### config.mk
export PLATFORM = sky130hd
export DESIGN_NAME = sram_lane_ctrl
export DESIGN_NICKNAME = d
export VERILOG_FILES = /design/src/rtl/sram_lane_pkg.sv /design/src/rtl/sram_phase_timer.sv /design/src/rtl/sram_lane_gate.sv /design/src/rtl/sram_lane_ctrl.sv
export SDC_FILE = /design/constraint.sdc
export NUM_CORES = 1
export LEC_CHECK = 0
export BUFFER_PORTS_ARGS = -buffer_cell sky130_fd_sc_hd__buf_4
export CAP_MARGIN = 15
export CELL_PAD_IN_SITES_DETAIL_PLACEMENT = 1
export CELL_PAD_IN_SITES_GLOBAL_PLACEMENT = 1
export CORE_AREA = 2 2 92 94
export DETAILED_ROUTE_END_ITERATION = 12
export DIE_AREA = 0 0 94 96
export MAX_ROUTING_LAYER = met4
export PLACE_DENSITY_LB_ADDON = 0.1
export SETUP_SLACK_MARGIN = 0.3
export SLEW_MARGIN = 25
export SYNTH_ARGS = -nofsm -noshare
export SYNTH_HDL_FRONTEND = slang
export SYNTH_SLANG_ARGS = --single-unit
### constraint.sdc
create_clock -name clk -period 1.8 [get_ports clk]
set_input_delay 0.09 -clock clk [delete_from_list [all_inputs] [get_ports clk]]
set_output_delay 0.09 -clock clk [all_outputs]
set_load 0.05 [all_outputs]
### src/rtl/sram_lane_pkg.sv
package sram_lane_pkg;

  typedef enum logic [2:0] {
    PH_IDLE   = 3'd0,
    PH_TURN   = 3'd1,
    PH_WPULSE = 3'd2,
    PH_WRECOV = 3'd3,
    PH_READ   = 3'd4
  } phase_e;

  // ceiling of ns over period, never below one clock
  function automatic int unsigned clocks_for(int unsigned ns, int unsigned period);
    int unsigned c;
    c = ns / period;
    if ((ns % period) != 0) c = c + 1;
    if (c == 0) c = 1;
    return c;
  endfunction

  function automatic int unsigned max2(int unsigned a, int unsigned b);
    return (a > b) ? a : b;
  endfunction

endpackage

### src/rtl/sram_phase_timer.sv
module sram_phase_timer #(
  parameter int unsigned CW = 4
) (
  input  logic          clk,
  input  logic          rst_n,
  input  logic          load,
  input  logic [CW-1:0] load_val,
  output logic          last
);
  logic [CW-1:0] cnt_q;

  always_ff @(posedge clk or negedge rst_n) begin
    if (!rst_n)             cnt_q <= '0;
    else if (load)          cnt_q <= load_val;
    else if (cnt_q != '0)   cnt_q <= cnt_q - 1'b1;
  end

  assign last = (cnt_q == '0);
endmodule

### src/rtl/sram_lane_gate.sv
module sram_lane_gate #(
  parameter int unsigned LANES = 2
) (
  input  logic               active,
  input  logic [LANES-1:0]   mask,
  input  logic [LANES*8-1:0] din,
  output logic [LANES-1:0]   be_n,
  output logic [LANES*8-1:0] din_gated
);
  for (genvar i = 0; i < LANES; i++) begin : g_lane
    assign be_n[i]            = !(active && !mask[i]);
    assign din_gated[i*8 +: 8] = mask[i] ? 8'h00 : din[i*8 +: 8];
  end
endmodule

### src/rtl/sram_lane_ctrl.sv
module sram_lane_ctrl
  import sram_lane_pkg::*;
#(
  parameter int unsigned ADDR_W  = 16,
  parameter int unsigned DATA_W  = 16,
  parameter int unsigned CLK_NS  = 5,
  parameter int unsigned T_WC_NS = 55,
  parameter int unsigned T_WP_NS = 40,
  parameter int unsigned T_DS_NS = 25,
  parameter int unsigned T_AA_NS = 55,
  parameter int unsigned T_OE_NS = 25,
  parameter int unsigned T_HZ_NS = 20
) (
  input  logic                clk,
  input  logic                rst_n,
  input  logic                req_valid,
  output logic                req_ready,
  input  logic                req_write,
  input  logic [ADDR_W-1:0]   req_addr,
  input  logic [DATA_W-1:0]   req_wdata,
  input  logic [DATA_W/8-1:0] req_mask,
  output logic                rsp_valid,
  output logic [DATA_W-1:0]   rsp_rdata,
  output logic                mem_ce_n,
  output logic                mem_we_n,
  output logic                mem_oe_n,
  output logic [DATA_W/8-1:0] mem_be_n,
  output logic [ADDR_W-1:0]   mem_addr,
  output logic [DATA_W-1:0]   mem_dout,
  output logic                mem_dout_en,
  input  logic [DATA_W-1:0]   mem_din
);
  localparam int unsigned LANES  = DATA_W / 8;
  localparam int unsigned N_WP   = max2(clocks_for(T_WP_NS, CLK_NS), clocks_for(T_DS_NS, CLK_NS));
  localparam int unsigned N_WC   = clocks_for(T_WC_NS, CLK_NS);
  localparam int unsigned N_WREC = (N_WC > N_WP) ? (N_WC - N_WP) : 1;
  localparam int unsigned N_RD   = max2(clocks_for(T_AA_NS, CLK_NS), clocks_for(T_OE_NS, CLK_NS));
  localparam int unsigned N_HZ   = clocks_for(T_HZ_NS, CLK_NS);
  localparam int unsigned N_MAX  = max2(max2(N_WP, N_WREC), max2(N_RD, N_HZ));
  localparam int unsigned CW     = $clog2(N_MAX + 1);

  phase_e              phase_q, phase_d;
  logic                rd_last_q;
  logic [ADDR_W-1:0]   addr_q;
  logic [DATA_W-1:0]   data_q;
  logic [LANES-1:0]    mask_q;
  logic                tmr_load, tmr_last;
  logic [CW-1:0]       tmr_val;
  logic                lanes_on;
  logic [DATA_W-1:0]   din_gated;

  // named events used by the datapath and the assertions
  wire accept    = req_valid && req_ready;
  wire read_done = (phase_q == PH_READ) && tmr_last;
  wire all_off   = &mask_q;

  sram_phase_timer #(.CW(CW)) u_timer (
    .clk(clk), .rst_n(rst_n), .load(tmr_load), .load_val(tmr_val), .last(tmr_last)
  );

  sram_lane_gate #(.LANES(LANES)) u_gate (
    .active(lanes_on), .mask(mask_q), .din(mem_din),
    .be_n(mem_be_n), .din_gated(din_gated)
  );

  always_comb begin
    phase_d  = phase_q;
    tmr_load = 1'b0;
    tmr_val  = '0;
    unique case (phase_q)
      PH_IDLE: if (accept) begin
        tmr_load = 1'b1;
        if (!req_write) begin
          phase_d = PH_READ;   tmr_val = CW'(N_RD - 1);
        end else if (rd_last_q) begin
          phase_d = PH_TURN;   tmr_val = CW'(N_HZ - 1);
        end else begin
          phase_d = PH_WPULSE; tmr_val = CW'(N_WP - 1);
        end
      end
      PH_TURN: if (tmr_last) begin
        phase_d = PH_WPULSE; tmr_load = 1'b1; tmr_val = CW'(N_WP - 1);
      end
      PH_WPULSE: if (tmr_last) begin
        phase_d = PH_WRECOV; tmr_load = 1'b1; tmr_val = CW'(N_WREC - 1);
      end
      PH_WRECOV: if (tmr_last) phase_d = PH_IDLE;
      PH_READ:   if (tmr_last) phase_d = PH_IDLE;
      default:   phase_d = PH_IDLE;
    endcase
  end

  always_ff @(posedge clk or negedge rst_n) begin
    if (!rst_n) begin
      phase_q   <= PH_IDLE;
      rd_last_q <= 1'b0;
      addr_q    <= '0;
      data_q    <= '0;
      mask_q    <= '1;
      rsp_valid <= 1'b0;
      rsp_rdata <= '0;
    end else begin
      phase_q   <= phase_d;
      rsp_valid <= read_done;
      if (accept) begin
        addr_q    <= req_addr;
        data_q    <= req_wdata;
        mask_q    <= req_mask;
        rd_last_q <= 1'b0;
      end
      if (read_done) begin
        rsp_rdata <= din_gated;
        rd_last_q <= 1'b1;
      end
    end
  end

  assign req_ready   = (phase_q == PH_IDLE);
  assign lanes_on    = (phase_q == PH_WPULSE) || (phase_q == PH_READ);
  assign mem_ce_n    = !((phase_q == PH_WPULSE) || (phase_q == PH_WRECOV) || (phase_q == PH_READ));
  assign mem_we_n    = (phase_q != PH_WPULSE);
  assign mem_oe_n    = (phase_q != PH_READ);
  assign mem_dout_en = (phase_q == PH_WPULSE) || (phase_q == PH_WRECOV);
  assign mem_addr    = addr_q;
  assign mem_dout    = data_q;

  // ---------------- assertions ----------------
  logic [CW:0] wlow_len_q;
  logic [CW:0] oe_hi_len_q;

  always_ff @(posedge clk or negedge rst_n) begin
    if (!rst_n) begin
      wlow_len_q  <= '0;
      oe_hi_len_q <= (CW+1)'(N_HZ);
    end else begin
      wlow_len_q <= mem_we_n ? '0 : wlow_len_q + 1'b1;
      if (!mem_oe_n)                        oe_hi_len_q <= '0;
      else if (oe_hi_len_q < (CW+1)'(N_HZ)) oe_hi_len_q <= oe_hi_len_q + 1'b1;
    end
  end


  wr_strobe_chk: assert property (@(posedge clk) disable iff (!rst_n)
    !mem_we_n |-> (!mem_ce_n && mem_oe_n && mem_dout_en));

  wr_pulse_len_chk: assert property (@(posedge clk) disable iff (!rst_n)
    $rose(mem_we_n) |-> (wlow_len_q == (CW+1)'(N_WP)));

  rd_strobe_chk: assert property (@(posedge clk) disable iff (!rst_n)
    !mem_oe_n |-> (mem_we_n && !mem_dout_en && !mem_ce_n));

  rsp_pulse_chk: assert property (@(posedge clk) disable iff (!rst_n)
    rsp_valid |=> !rsp_valid);

  bus_turn_chk: assert property (@(posedge clk) disable iff (!rst_n)
    $rose(mem_dout_en) |-> (oe_hi_len_q >= (CW+1)'(N_HZ)));

  lanes_off_chk: assert property (@(posedge clk) disable iff (!rst_n)
    (!req_ready && all_off) |-> (&mem_be_n));

  addr_hold_chk: assert property (@(posedge clk) disable iff (!rst_n)
    (!mem_ce_n && $past(!mem_ce_n)) |-> $stable(mem_addr));

  busy_chk: assert property (@(posedge clk) disable iff (!rst_n)
    accept |=> !req_ready);
endmodule

======== Word level (Yosys, flattened, before mapping) ========
Index checks and enable logic that the tools add are counted.
storage, ports and cells
  bits in registers ....................... 59
  bits of input ports ..................... 54
  output and inout port bits .............. 56
  logic and storage cells ................. 61
operators by class
  $add $sub $neg .......................... 1
  eq/ne operators ......................... 10
  muxes and demuxes ....................... 22
  reduce and logical (&&, ||, !) cells .... 20
operator list
  cell                                                                 count
  3-bit 2-to-1 mux                                                     7
  4-bit 2-to-1 mux                                                     4
  8-bit 2-to-1 mux                                                     2
  3-bit case mux with 4 select lines                                   1
  4-bit case mux with 3 select lines                                   1
  3-bit by 2-bit == test with 1-bit output (second input constant)     2
  1-bit logical NOT                                                    5
  1-bit logical AND                                                    4
  4-bit logical NOT                                                    1
  1-bit 2-to-1 mux                                                     4
  2-bit 2-to-1 mux                                                     2
  2-bit by 1-bit != test with 1-bit output (second input constant)     2
  2-bit != test (second input constant)                                2
  4-bit AND reduction                                                  1
  2-bit nonzero test                                                   2
  4-bit nonzero test                                                   1
  2-bit OR reduction                                                   2
  4-bit by 1-bit subtractor with 4-bit output (second input constant)  1
  3-bit by 1-bit == test with 1-bit output (second input constant)     1
  3-bit == test (second input constant)                                1
  3-bit logical NOT                                                    1
  1-bit logical OR                                                     3
  3-bit by 2-bit != test with 1-bit output (second input constant)     1
  3-bit != test (second input constant)                                1
  1-bit case mux with 2 select lines                                   1

======== Depth between registers and ports, before layout ========
  depth in word-level cells ............... 5
  depth in mapped cells ................... 6
  mapped depth without buffers ............ 5

======== Modules after synthesis ========
A second synthesis with hierarchy kept.
second synthesis, totals
  cells, all modules ...................... 183
  area, all modules ....................... 2556.2 µm²
by module, submodules not included
  module            instances  cells an instance  area an instance (µm²)  sequential area each (µm²)
  sram_lane_ctrl    1          143                2209.6                  1378.8
  sram_phase_timer  1          22                 234.0                   100.1
  sram_lane_gate    1          18                 112.6                   0.0

======== Worst setup path before layout ========
Ideal clock, no wire load.
  path type ............................... reg-to-reg
  start point ............................. reg phase_q[0]
  end point ............................... reg u_timer.cnt_q[2]
  library setup time ...................... 0.079 ns
  data arrival time ....................... 2.092 ns
  slack ................................... -0.371 ns
  stages on the path, launching flop included .. 5
  cells stage by stage .................... dfrtp_1 -> buf_2 -> nor3_1 -> a22o_1 -> a2bb2oi_1
on the way
  cells in the longest elaborated chain, start to end .. 5
  elaborated cells on any way between the ends .. 11
  classes of those cells .................. eq/ne (2); mux (5); reduce/logical (4)
RTL lines
  element                                                                                   line                    RTL
  start, declared                                                                           sram_lane_ctrl.sv:42    phase_e phase_q, phase_d;
  start signal, assigned                                                                    sram_lane_ctrl.sv:103   phase_q <= phase_d;
  3-bit logical NOT (*)                                                                     sram_lane_ctrl.sv:118   assign req_ready = (phase_q == PH_IDLE);
  net req_ready                                                                             sram_lane_ctrl.sv:17    output logic req_ready,
  1-bit logical AND                                                                         sram_lane_ctrl.sv:53    wire accept = req_valid && req_ready;
  4-bit 2-to-1 mux or 1-bit 2-to-1 mux (tied branches)                                      sram_lane_ctrl.sv:71    PH_IDLE: if (accept) begin
  4-bit case mux with 3 select lines or 1-bit case mux with 2 select lines (tied branches)  sram_lane_ctrl.sv:70    unique case (phase_q)
  4-bit 2-to-1 mux or 2-bit nonzero test (tied branches)                                    n/a
  end signal, assigned                                                                      sram_phase_timer.sv:14  else if (load) cnt_q <= load_val;
  end signal, assigned                                                                      sram_phase_timer.sv:15  else if (cnt_q != '0) cnt_q <= cnt_q - 1'b1;
  end, declared                                                                             sram_phase_timer.sv:10  logic [CW-1:0] cnt_q;
The timed path passes the listed nets; every way through them passes the cells marked *.
A chain may end at the register's enable or synchronous reset.

======== Final worst setup path ========
  start point ............................. reg phase_q[2]
  end point ............................... out mem_be_n[0]
on the way
  cells in the longest elaborated chain, start to end .. 4
  elaborated cells on any way between the ends .. 5
  classes of those cells .................. eq/ne (2); reduce/logical (3)
RTL lines
  element                                                                    line                   RTL
  3-bit by 2-bit == test with 1-bit output or 3-bit == test (tied branches)  sram_lane_ctrl.sv:119  assign lanes_on = (phase_q == PH_WPULSE) || (phase_q == PH_READ);
  1-bit logical OR (*)                                                       sram_lane_ctrl.sv:119
  1-bit logical AND (*)                                                      sram_lane_gate.sv:11   assign be_n[i] = !(active && !mask[i]);
  1-bit logical NOT (*)                                                      sram_lane_gate.sv:11
  end, declared                                                              sram_lane_ctrl.sv:27   output logic [DATA_W/8-1:0] mem_be_n,
Mark *: on every way between the ends. The rest lies on a longest branch, timed or not.

==> results.json <==
{
  "power_mw": 9.33,
  "worstPathArrival_ns": 1.53,
  "rows": 33,
  "period_share_pct": 89.9,
  "crit_path_start": "phase_q[2]$_DFFE_PN0P_",
  "most-common-layout-cells": "buf_4 (122), dfrtp_1 (54), mux2_4 (39), dlygate4sd3_1 (36), nor2b_1 (16)",
  "synthTopCellsByArea": "dfrtp_1 (55%), mux2_2 (18%), mux2_4 (4.6%)",
  "grt_pass1_wl_mm": 11.5,
  "clkTransAtPathRegs_ns": 0.06,
  "ys_seq_area_share_pct": 57.0,
  "nNetsFinal": 423,
  "grt_usage_pct": 17.4,
  "dp_cells": 398,
  "yosys.area_share.adder_pct": 0.965,
  "core_sq_mm": 0.00805,
  "portBuffers": 109,
  "die_w_microns": 94,
  "cellLeakagePower_nw": 2.24,
  "synth_top_family_by_area": "multiplexers",
  "synth_top_area_cell": "dfrtp_1",
  "layout-drive-gt1-share_pct": 62.3,
  "min_path_cells": 3,
  "setup_viol": 0,
  "hold_violations": 0,
  "synth_ff_type": "dfrtp_1",
  "path_class": "reg -> out",
  "area_delta_synth_final_pct": 80.4,
  "r2r_start": "phase_q[2]$_DFFE_PN0P_",
  "wl_per_cell_microns": 16.5,
  "tightest_slew_ns": 0.378,
  "reg2reg_slack_ns": 0.19,
  "wl_mm": 7.86,
  "gp_congestion": 0.805,
  "synth_top_area_share_pct": 55.0,
  "cts-root-buf": "clkbuf_8",
  "final_common_cell": "buf_4",
  "grt_overflow": 0,
  "yosys.area_share.simple_pct": 10.6,
  "place_area_sq_mm": 0.00358,
  "cts_tree": "built",
  "synthXorXnorAreaFrac_pct": 1.35,
  "power.density_mw_per_mm2": 1990,
  "synth_compound_area_share_pct": 3.14,
  "ys_seq_elements": 59,
  "crit_required_ns": 1.71,
  "grt_pass1_vias": 2314,
  "final.setup.tns_ns": 0,
  "syn_area_per_cell_sq_um": 14.1,
  "ant_nets": 0,
  "layout_min_cycle_time_ns": 1.62,
  "place_hpwl_mm": 4.47,
  "rr_worst_depth": 5,
  "cts_max_path_buffers": 2,
  "fmax_mhz": 618,
  "cap_violations": 0,
  "syn_nets": 240,
  "synthMuxAreaShare_pct": 24.0,
  "dieHeight_microns": 96,
  "fin_area_sq_mm": 0.00468,
  "netlist_instances": 184,
  "cts_sinks": 59,
  "r2r_end": "mem_addr[1]$_DFFE_PN0N_",
  "die_area_sq_mm": 0.00902,
  "antenna_cells": 0,
  "hold_slack_ns": 0.101,
  "synthDistinctLibCells": 34,
  "fin_cells": 476,
  "first_pass_iters": 4,
  "grt_max_degree": 36,
  "slew_headroom_pct": 74.7,
  "final_util_pct": 58.1,
  "finalWorstSetupSlack_ns": 0.182,
  "synth_edf_count": 0,
  "antenna_found_initial": 0,
  "num_vias": 2216,
  "maxSlewViolCount": 0,
  "synthesis.area_sq_mm": 0.00259,
  "status": "complete, no violations",
  "drt_iter0_markers": 47,
  "async_reset_ff_share_pct": 100,
  "hp-class": "in -> reg",
  "end_kind": "output pin",
  "grt_setup_unrepaired": "yes",
  "vias_per_cell": 4.66,
  "crit_end": "mem_be_n[0]",
  "cp-start-kind": "flip-flop",
  "drcViolationCount": 0,
  "start_util_pct": 32.2,
  "vdd_drop_max_mv": 1.04,
  "num_io_pins": 110,
  "cts_made_buffers": 9,
  "insertion_delay_ns": 0.33,
  "synth_warnings": 0,
  "clock_skew_ns": 0.00759,
  "cp_max_fo": 5,
  "dpl_worst_slack_ns": 0.0560,
  "htreeDepth": 3
}
-- worst min path at each step --
stage                     start  slack, ns                   endpoint
floorplan                 rst_n      -0.21    mem_addr[0]$_DFFE_PN0N_
global placement          rst_n       0.02   mem_addr[11]$_DFFE_PN0N_
detailed placement        rst_n       0.02   mem_addr[11]$_DFFE_PN0N_
CTS                   req_valid       0.07     phase_q[0]$_DFFE_PN0P_
global route        mem_din[14]       0.10  rsp_rdata[14]$_DFFE_PN0P_
finish                req_valid       0.10     phase_q[0]$_DFFE_PN0P_
-- worst max-delay path, stage by stage (launching register included) --
cell	delay [ns]
dfrtp_2	0.43
buf_8	0.14
xnor2_1	0.13
or3_1	0.32
buf_6	0.17
-- report_power, final --
group | total, mW | switching (mW) | leakage, nW | internal [mW]
Clock | 1.21 | 0.505 | 0.0995 | 0.707
Sequential | 2.41 | 0.461 | 0.696 | 1.95
Combinational | 5.71 | 3.25 | 1.44 | 2.46
-- layer usage --
metal	share of wire [%]	track usage (%)	vias up	wire length (microns)
met3	5.4	5.01	16	422
met2	51	27.7	83	3990
met4	1.6	7.85	0	122
met1	42	20.7	1110	3330
li1	-	-	1007	-
met5	0	-	-	0
-- state kept, by name (all words and copies together) (netlist names) --
signal	count
u_timer.cnt_q	4
mem_addr	16
rsp_rdata	16
rsp_valid	1
mem_dout	16
mask_q	2
phase_q	3
rd_last_q	1
-- synth_stat cells, types with 2 or more instances --
cell / count
mux2_2: 42
nand2_1: 3
dfstp_2: 2
buf_4: 3
or3_1: 4
dfrtp_1: 57
mux2_4: 8
nor2b_1: 16
a21oi_1: 2
buf_2: 4
nor2_1: 5
nor3_1: 3
inv_1: 6
xnor2_1: 3
mux2i_1: 3
ha_1: 2
a31oi_1: 2
o21ai_0: 3
-- cell families (layout without fill, tap and decap cells) --
| group | count (synthesis) | count (layout) |
|---|---|---|
| adder cells (fa/ha/maj) | 2 | 2 |
| buffers and inverters | 14 | 201 |
| multiplexers | 53 | 53 |
| flip-flops | 59 | 59 |
| XOR/XNOR | 4 | 4 |
| AO/OA/AOI/OAI | 12 | 12 |
| AND/OR/NAND/NOR | 40 | 40 |
-- layout make-up --
type,count,area [sq um]
Clock buffer,13,159
Clock inverter,2,35.0
Fill cell,850,3370
Inverter,6,22.5
Multi-Input combinational cell,111,1240
Sequential cell,59,1480
Tap cell,105,131
Timing Repair Buffer,180,1610
-- timing repair --
item                                    in CTS  in global routing
cloned                                       2                  1
setup buffers                               17                  7
endpoints found under the setup margin      63                 61
hold endpoints to repair                    93                  0
pin swaps                                    7                  8
gates resized for setup                     19                 55
hold buffers                                36                  0
Power figures use the tool's default switching activity.
